**src/rtl/i2sob_pkg.sv**
```systemverilog
package i2sob_pkg;

    typedef enum logic {
        CAP_HUNT,
        CAP_TAKE
    } cap_state_t;

    typedef enum logic [1:0] {
        SER_IDLE,
        SER_SHIFT,
        SER_LATCH
    } ser_state_t;

endpackage

```
**src/rtl/i2sob_sync.sv**
```systemverilog
module i2sob_sync #(
    parameter int W      = 3,
    parameter int STAGES = 2
) (
    input  logic         clk,
    input  logic         rst_n,
    input  logic [W-1:0] d_in,
    output logic [W-1:0] q_out
);

    logic [W-1:0] pipe [STAGES];

    always_ff @(posedge clk or negedge rst_n) begin
        if (!rst_n) pipe[0] <= '0;
        else        pipe[0] <= d_in;
    end

    for (genvar g = 1; g < STAGES; g++) begin : g_stage
        always_ff @(posedge clk or negedge rst_n) begin
            if (!rst_n) pipe[g] <= '0;
            else        pipe[g] <= pipe[g-1];
        end
    end

    assign q_out = pipe[STAGES-1];

endmodule

```
**src/rtl/i2sob_capture.sv**
```systemverilog
module i2sob_capture
    import i2sob_pkg::*;
#(
    parameter int SAMPLE_W = 14
) (
    input  logic                clk,
    input  logic                rst_n,
    input  logic                bck_rise,
    input  logic                ws,
    input  logic                sd,
    output logic                pair_valid,
    output logic [SAMPLE_W-1:0] left_word,
    output logic [SAMPLE_W-1:0] right_word
);

    localparam int CW = $clog2(SAMPLE_W + 1);
    localparam logic [SAMPLE_W-1:0] SIGN_FLIP = {1'b1, {(SAMPLE_W-1){1'b0}}};

    cap_state_t          state, state_n;
    logic                ws_prev;
    logic                chan;
    logic [CW-1:0]       cnt;
    logic [SAMPLE_W-1:0] sh;
    logic                left_ok;
    logic                last_bit;
    logic [SAMPLE_W-1:0] done_word;

    assign last_bit  = (state == CAP_TAKE) && bck_rise && (ws == ws_prev)
                       && (cnt == CW'(SAMPLE_W - 1));
    assign done_word = {sh[SAMPLE_W-2:0], sd} ^ SIGN_FLIP;

    always_comb begin
        state_n = state;
        unique case (state)
            CAP_HUNT: if (bck_rise && ws != ws_prev) state_n = CAP_TAKE;
            CAP_TAKE: if (last_bit)                  state_n = CAP_HUNT;
            default:                                 state_n = CAP_HUNT;
        endcase
    end

    always_ff @(posedge clk or negedge rst_n) begin
        if (!rst_n) state <= CAP_HUNT;
        else        state <= state_n;
    end

    always_ff @(posedge clk or negedge rst_n) begin
        if (!rst_n) begin
            ws_prev    <= 1'b1;
            chan       <= 1'b1;
            cnt        <= '0;
            sh         <= '0;
            left_ok    <= 1'b0;
            left_word  <= '0;
            right_word <= '0;
            pair_valid <= 1'b0;
        end else begin
            pair_valid <= 1'b0;
            if (bck_rise) begin
                ws_prev <= ws;
                if (ws != ws_prev) begin
                    chan <= ws;
                    cnt  <= '0;
                end else if (state == CAP_TAKE) begin
                    sh  <= {sh[SAMPLE_W-2:0], sd};
                    cnt <= cnt + 1'b1;
                    if (last_bit) begin
                        if (!chan) begin
                            left_word <= done_word;
                            left_ok   <= 1'b1;
                        end else if (left_ok) begin
                            right_word <= done_word;
                            pair_valid <= 1'b1;
                            left_ok    <= 1'b0;
                        end
                    end
                end
            end
        end
    end

    a_r1_cnt_bound: assert property (@(posedge clk) disable iff (!rst_n)
        (state == CAP_TAKE) |-> (cnt < CW'(SAMPLE_W)));

    a_r4_pair_after_left: assert property (@(posedge clk) disable iff (!rst_n)
        pair_valid |-> ($past(left_ok) && !left_ok));

endmodule

```
**src/rtl/i2sob_serializer.sv**
```systemverilog
module i2sob_serializer
    import i2sob_pkg::*;
#(
    parameter int SAMPLE_W = 14
) (
    input  logic                clk,
    input  logic                rst_n,
    input  logic                bck_rise,
    input  logic                bck_lvl,
    input  logic                pair_valid,
    input  logic [SAMPLE_W-1:0] left_word,
    input  logic [SAMPLE_W-1:0] right_word,
    output logic                conv_clk,
    output logic                conv_data_l,
    output logic                conv_data_r,
    output logic                conv_load
);

    localparam int CW = $clog2(SAMPLE_W + 1);

    ser_state_t          state, state_n;
    logic                pending;
    logic [CW-1:0]       cnt;
    logic [SAMPLE_W-1:0] sr_l, sr_r;

    always_comb begin
        state_n = state;
        unique case (state)
            SER_IDLE:  if (bck_rise && pending)                     state_n = SER_SHIFT;
            SER_SHIFT: if (bck_rise && cnt == CW'(SAMPLE_W - 1))    state_n = SER_LATCH;
            SER_LATCH: if (bck_rise)                                state_n = SER_IDLE;
            default:                                                state_n = SER_IDLE;
        endcase
    end

    always_ff @(posedge clk or negedge rst_n) begin
        if (!rst_n) state <= SER_IDLE;
        else        state <= state_n;
    end

    always_ff @(posedge clk or negedge rst_n) begin
        if (!rst_n) begin
            pending   <= 1'b0;
            cnt       <= '0;
            sr_l      <= '0;
            sr_r      <= '0;
            conv_clk  <= 1'b0;
            conv_load <= 1'b0;
        end else begin
            if (pair_valid)
                pending <= 1'b1;
            else if (state == SER_IDLE && state_n == SER_SHIFT)
                pending <= 1'b0;

            if (state == SER_IDLE && state_n == SER_SHIFT) begin
                sr_l <= left_word;
                sr_r <= right_word;
                cnt  <= '0;
            end else if (state == SER_SHIFT && state_n == SER_SHIFT && bck_rise) begin
                sr_l <= {sr_l[SAMPLE_W-2:0], 1'b0};
                sr_r <= {sr_r[SAMPLE_W-2:0], 1'b0};
                cnt  <= cnt + 1'b1;
            end

            conv_clk  <= (state_n == SER_SHIFT) && !bck_lvl;
            conv_load <= (state_n == SER_LATCH);
        end
    end

    assign conv_data_l = sr_l[SAMPLE_W-1];
    assign conv_data_r = sr_r[SAMPLE_W-1];

    a_r6_quiet_clk_in_load: assert property (@(posedge clk) disable iff (!rst_n)
        conv_load |-> !conv_clk);

    a_r6_load_holds: assert property (@(posedge clk) disable iff (!rst_n)
        $rose(conv_load) |=> conv_load);

    a_r5_idle_clk_low: assert property (@(posedge clk) disable iff (!rst_n)
        (state == SER_IDLE) |-> !conv_clk);

    a_r5_bit_bound: assert property (@(posedge clk) disable iff (!rst_n)
        (state == SER_SHIFT) |-> (cnt < CW'(SAMPLE_W)));

    a_r5_data_steady_high: assert property (@(posedge clk) disable iff (!rst_n)
        (conv_clk && $past(conv_clk)) |-> ($stable(conv_data_l) && $stable(conv_data_r)));

endmodule

```
**src/rtl/i2s_ob_formatter.sv**
```systemverilog
module i2s_ob_formatter #(
    parameter int SAMPLE_W    = 14,
    parameter int SYNC_STAGES = 2
) (
    input  logic clk,
    input  logic rst_n,
    input  logic bck_in,
    input  logic ws_in,
    input  logic sd_in,
    output logic conv_clk,
    output logic conv_data_l,
    output logic conv_data_r,
    output logic conv_load
);

    logic [2:0]          sync_q;
    logic                bck_s, ws_s, sd_s;
    logic                bck_d;
    logic                bck_rise;
    logic                pair_valid;
    logic [SAMPLE_W-1:0] left_word, right_word;

    i2sob_sync #(.W(3), .STAGES(SYNC_STAGES)) i_sync (
        .clk   (clk),
        .rst_n (rst_n),
        .d_in  ({bck_in, ws_in, sd_in}),
        .q_out (sync_q)
    );

    assign {bck_s, ws_s, sd_s} = sync_q;

    always_ff @(posedge clk or negedge rst_n) begin
        if (!rst_n) bck_d <= 1'b0;
        else        bck_d <= bck_s;
    end

    assign bck_rise = bck_s && !bck_d;

    i2sob_capture #(.SAMPLE_W(SAMPLE_W)) i_capture (
        .clk        (clk),
        .rst_n      (rst_n),
        .bck_rise   (bck_rise),
        .ws         (ws_s),
        .sd         (sd_s),
        .pair_valid (pair_valid),
        .left_word  (left_word),
        .right_word (right_word)
    );

    i2sob_serializer #(.SAMPLE_W(SAMPLE_W)) i_serializer (
        .clk         (clk),
        .rst_n       (rst_n),
        .bck_rise    (bck_rise),
        .bck_lvl     (bck_s),
        .pair_valid  (pair_valid),
        .left_word   (left_word),
        .right_word  (right_word),
        .conv_clk    (conv_clk),
        .conv_data_l (conv_data_l),
        .conv_data_r (conv_data_r),
        .conv_load   (conv_load)
    );

    a_r8_rise_spacing: assert property (@(posedge clk) disable iff (!rst_n)
        bck_rise |=> !bck_rise);

endmodule

```
**config.mk**
```make
export PLATFORM = sky130hd
export DESIGN_NAME = i2s_ob_formatter
export DESIGN_NICKNAME = d
export VERILOG_FILES = /design/src/rtl/i2sob_pkg.sv /design/src/rtl/i2sob_sync.sv /design/src/rtl/i2sob_capture.sv /design/src/rtl/i2sob_serializer.sv /design/src/rtl/i2s_ob_formatter.sv
export SDC_FILE = /design/constraint.sdc
export NUM_CORES = 1
export LEC_CHECK = 0
export BUFFER_PORTS_ARGS = -buffer_cell sky130_fd_sc_hd__buf_2
export CORE_MARGIN = 2
export CORE_UTILIZATION = 45
export DETAILED_ROUTE_END_ITERATION = 16
export SLEW_MARGIN = 20
export SYNTH_ARGS = -nofsm -noshare
export SYNTH_HDL_FRONTEND = slang
export SYNTH_SLANG_ARGS = --single-unit
```
**constraint.sdc**
```tcl
create_clock -name clk -period 2.5 [get_ports clk]
set_input_delay 0.25 -clock clk [delete_from_list [all_inputs] [get_ports clk]]
set_output_delay 0.25 -clock clk [all_outputs]
set_load 0.02 [all_outputs]
```
==> results of run 1 <==
==> per-stage QoR <==
stage / utilization, % / setup slack (ps) / power, uW / cell area [sq um]
final: 51.2 / 485 / 2960 / 4470
after global routing: 51.2 / 271 / 3110 / 4470
after CTS: 51.2 / 488 / 3000 / 4470
after detailed placement: 48.2 / 528 / 1880 / 4210
after global placement: 48.2 / 540 / 1870 / 4210
after floorplan: - / 704 / 1800 / 4050
==> critical path: cells and delay by family (launching register included) <==
kind / cells / cell delay (ps)
AND/OR/NAND/NOR: 1 / 850
flip-flops: 1 / 420
AO/OA/AOI/OAI: 2 / 390
adder cells (fa/ha/maj): 1 / 190
buffers and inverters: 1 / 80
==> cells by family after synthesis <==
group / Yosys count
buffers and inverters: 28
muxes: 42
adders and majority gates: 4
DFF: 94
and+or+nand+nor: 40
xor gates and xnor gates: 2
AOI/OAI and AO/OA: 78
==> placed cells by master (no fill, tap or decap), types with 3 or more instances in the layout <==
cell           instances
a21oi_1                4
a2bb2oi_1              8
a2bb2oi_2             18
buf_2                  7
buf_4                 10
clkbuf_8               9
dfrtp_1               92
dlygate4sd3_1          4
ha_1                   4
inv_1                  8
mux2_1                 4
mux2_2                35
mux2i_1                3
nand2_1                6
nand2b_1               3
nand3_1                6
nor2_1                 3
nor2b_1                3
nor3_1                 4
o21ai_0                9
o2bb2ai_1              3
o32ai_1               26
==> final cells by class <==
class / count / share of cell area (%)
flip-flops and latches: 94 / 52.7
multi-input cells: 166 / 34.9
repair buffers: 22 / 3.81
well taps: 108 / 3.03
clock buffers: 9 / 2.77
clock inverters: 7 / 2.13
inverters: 8 / 0.672
==> sequential cells by signal, indices dropped and copies added (netlist names), 4 cells and up <==
register,cells
i_capture.sh,13
i_serializer.sr_l,14
i_capture.left_word,14
i_serializer.cnt,4
i_capture.right_word,14
i_serializer.sr_r,14
i_capture.cnt,4
==> routing by layer <==
metal  vias up  part of all wire (%)
met5         -                     0
met4         0                   1.7
met3        13                   2.7
met2        38                    46
met1      1264                    49
li1       1129                     -
==> worst paths after layout <==
check | from | to | slack, ps | cells past startpoint
setup / recovery | i_serializer.cnt[1] | i_serializer.sr_r[10] | 480 | 5
setup reg to reg | i_serializer.cnt[1] | i_serializer.sr_r[10] | 480 | 5
hold reg to reg | i_sync.pipe[5] | i_sync.q_out[2] | 350 | 0
max in group asynchronous | rst_n | i_serializer.sr_l[3] | 1490 | 3
min in group clk | i_sync.pipe[5] | i_sync.q_out[2] | 350 | 0
hold / removal | rst_n | i_serializer.cnt[3] | 310 | 2
==> where the power goes <==
group	internal (uW)	switching [uW]	leakage, uW
Clock	567	541	0.000110
Combinational	85.4	96.5	0.000700
Sequential	1600	75.8	0.00127
Total	2250	713	0.00208
==> what timing repair did <==
action / 4_1_cts / 5_1_grt
hold buffers: 4 / 0
hold endpoints to repair: 24 / 0
gates resized for setup: 0 / 0
==> impl_results.md, run 1 <==
* Status: completed
* EDFF count, synth at 0
* XOR/XNOR Fraction of Synth Area at 0.619%
* Clock-pin transition on the worst setup and hold timing paths at 100 ps
* Minimum clock period at 2020 ps
* Yosys reg bits at 94
* Total setup buffers inserted after CTS at 0
* WP data required at 2790 ps
* H-Tree Depth at 3
* Post-synth top area cell: dfrtp_1
* Total number of vias at 2444
* Largest net degree at the start of global routing at 72
* Area grow syn2layout at 10.4%
* Max-capacitance violation count at 0
* Fin cells at 414
* Crit-path max cell delay at 850 ps
* Commonest cells in the netlist: dfrtp_1, mux2_2, o32ai_1
* FF+latch area at 0.00235 sq mm
* Met1 usage at 23.7%
* Critical-path cell list: inv_1, ha_1, and3_1, o32ai_1, a2bb2oi_2
* Max transition margin at 31.1%
* Multi-input logic area at 0.00156 sq mm
* Post-layout net count at 310
* Clk_skew at 18.4 ps
* Post-Synth Simple-Gate Area at 6.71%
* M3 GR Usage at 3.62%
* HP Class: input pin to async pin
* Pwr per Cell Area at 663 mW/mm^2
* Clk buf depth at 2
* Die Area at 0.00976 sq mm
* Worst-margin pin slew at 1030 ps
* Clk sink count at 94
* Core Area at 0.00872 sq mm
* Die height at 98.8 um
* Slowest-stage cell, CP: and3_1
* Setup violations, final at 0
* Startpoint Class: flip-flop
* Main combinational cell family by area after synthesis: compound AO/OA/AOI/OAI gates
* Initial antenna violation count at 0
* Placed instance count at 394
* Vias in the first global route at 2423
* YS warnings at 0
* GRT Residual Overflow at 0
* TritonCTS Buffers at 9
* Final period util at 80.6%
* Hold Vio Cnt, Final at 0
* Gate Count Post-Synth at 288
* Max Freq at 496 MHz
* GRT Max-Usage Layer: met2
* Synth Flop Type: dfrtp_1
* Ys async rst share at 100%
* Met2 usage at 24.7%
* Fraction of layout cells with a size suffix above 1 at 32.4%
* Max VDD drop at 330 uV
* Remaining DRCs at 0
* Syn nets at 297
* Top post-synthesis cells by area: dfrtp_1, mux2_2, a2bb2oi_2, o32ai_1, a2bb2oi_1
* Filler Cell Count at 756
* Detailed Place HPWL at 4450 um
* Synth Cell Area at 0.00405 sq mm
* Leak at 0.00208 uW
* Top-count cell post-synth: dfrtp_1
* Post-synthesis mux area share at 11.6%
* Seq/Total Area, Yosys at 58.2%
* Total GRT Usage at 16.5%
* Top cell type's share of synthesized area at 56.9%
* Die width at 98.8 um
* Clock latency on the worst-skew pair at 360 ps
* Total Wirelength at 7430 um
* Setup TNS at 0 ps
* RSZ-0062 raised after global routing: false
* Synth unique cells at 44
* TritonCTS clock tree: done
* Syn_area_per_cell at 14.0 sq um
* CP endpoint kind: flip-flop
* DRT Pass-1 Iters at 4
* Critical path arrival at 2310 ps
* Clock root cell: clkbuf_8
* Buffers on Ports at 8
* Final Max Slew Viols at 0
* First-pass GRT wire length at 12600 um
* Initial Utilization at 46.4%
* GP Congestion at 0.776
* Routed length per placed instance at 17.9 um
* ANT nets after route at 0
* Adder-cell area share of the yosys netlist at 1.24%
* I/O pin cnt at 9
* Synth Area in Compound Gates at 18.2%
* Vias per cell at 5.90
* CP Max Fanout at 27
* # rows at 34
* Min Hold Slack at 312 ps
* ANT cells at 0
* Setup Crit Path Kind: flip-flop to flip-flop
* Iter 0 DRT Violations at 153
(Power assumes the default switching activity.)
==> run 2: changes to the inputs <==
==> constraint.sdc (replaced) <==
create_clock -name clk -period 1.99 [get_ports clk]
set_input_delay 0.199 -clock clk [delete_from_list [all_inputs] [get_ports clk]]
set_output_delay 0.199 -clock clk [all_outputs]
set_load 0.02 [all_outputs]
==> impl_results.md, run 2 (same netlist as run 1, synthesis figures left out) <==
* Max VDD drop at 335 uV
* Reg2Reg Launch Point: i_serializer.cnt[0]
* GP Congestion at 0.761
* Initial antenna violation count at 0
* Final setup margin at 213 ps
* WP data required at 2220 ps
* GRT Residual Overflow at 0
* Die Area at 0.00976 sq mm
* DRT Pass-1 Iters at 4
* Clk sink count at 94
* Fraction of layout cells with a size suffix above 1 at 32.6%
* Vias per cell at 5.74
* Routed length per placed instance at 17.4 um
* Setup TNS at 0 ps
* Hold Vio Cnt, Final at 0
* Setup Crit Path Kind: flip-flop to flip-flop
* Leak at 0.00210 uW
* Clk_skew at 11.2 ps
* I/O pin cnt at 9
* Core Area at 0.00872 sq mm
* TritonCTS Buffers at 9
* Minimum clock period at 1780 ps
* CP endpoint kind: flip-flop
* Status: completed
* Iter 0 DRT Violations at 92
* Post-layout net count at 314
* TritonCTS clock tree: done
* Most common cell after layout, fill and taps aside: dfrtp_1
* Pwr per Cell Area at 799 mW/mm^2
* RSZ-0062 raised after global routing: false
* Worst-margin pin slew at 470 ps
* Buffers on Ports at 8
* Max transition margin at 68.6%
* Die width at 98.8 um
* Power Total at 3610 uW
* CP Max Fanout at 20
* Most frequent cells in the layout: dfrtp_1, mux2_2, o32ai_1, a2bb2oi_2
* Largest net degree at the start of global routing at 63
* Area grow syn2layout at 11.7%
* Die height at 98.8 um
* Critical path arrival at 2010 ps
* Vias in the first global route at 2520
* Setup crit start: i_serializer.cnt[0]
* Final period util at 89.3%
* Filler Cell Count at 745
* Clock-pin transition on the worst setup and hold timing paths at 90 ps
* Total GRT Usage at 16.9%
* Final Max Slew Viols at 0
* Total number of vias at 2401
* Detailed Place HPWL at 4620 um
* Startpoint Class: flip-flop
* H-Tree Depth at 3
* Clk buf depth at 2
* # rows at 34
* Max Freq at 563 MHz
* Clock root cell: clkbuf_8
* First-pass GRT wire length at 13000 um
* Initial Utilization at 46.4%
* ANT cells at 0
* Total setup buffers inserted after CTS at 0
* HP Class: input pin to async pin
* Setup slack after placement at 219 ps
* Max-capacitance violation count at 0
* Total Wirelength at 7260 um
* Remaining DRCs at 0
* Setup violations, final at 0
* Clock latency on the worst-skew pair at 350 ps
* ANT nets after route at 0
==> run 2: layer usage <==
layer	global-route usage [%]	up-vias	part of all wire, %
met5	0	-	0
met4	7.90	0	1.7
met3	2.55	10	2.2
met2	25.7	24	48
met1	24.0	1227	48
li1	-	1140	-
==> run 2: area by class of cell <==
class | instances | area [sq um] | area share, %
Inverter | 8 | 30.0 | 0.665
Clock inverter | 3 | 42.5 | 0.942
Timing Repair Buffer | 26 | 238 | 5.26
Clock buffer | 13 | 159 | 3.52
Multi-Input combinational cell | 166 | 1560 | 34.5
Tap cell | 108 | 135 | 2.99
Sequential cell | 94 | 2350 | 52.1
==> run 2: timing repair <==
item | 4_1_cts | 5_1_grt
hold endpoints to repair | 33 | 0
hold buffers | 4 | 0
gates resized for setup | 0 | 0
==> run 2: through the flow <==
stage,hold slack [ps],cells,util [%],area [sq um]
finish,329,418,51.8,4520
global placement,175,398,49.0,4280
floorplan,-96.6,288,-,4050
CTS,339,418,51.8,4520
detailed placement,181,398,49.0,4280
global route,361,418,51.8,4520
==> run 2: critical path, cell delays in order (launching register included) <==
cell       delay, ps
dfrtp_1          430
ha_1             260
and3_1           280
buf_12           210
o32ai_1          370
a2bb2oi_2         90
==> run 2: path summary, 6_finish.rpt <==
check | end | slack, ps | depth (start not counted)
setup reg to reg | i_serializer.sr_l[8] | 210 | 5
setup / recovery | i_serializer.sr_l[8] | 210 | 5
min in group clk | i_sync.q_out[1] | 350 | 0
hold / removal | i_serializer.conv_clk | 330 | 2
hold reg to reg | i_sync.q_out[1] | 350 | 0
max in group asynchronous | i_capture.sh[4] | 990 | 3
==> run 2: power breakdown <==
group	total (uW)	switching (uW)	internal (uW)
registers	2100	97.5	2010
clock network	1270	624	649
logic	230	120	110
total	3610	842	2770
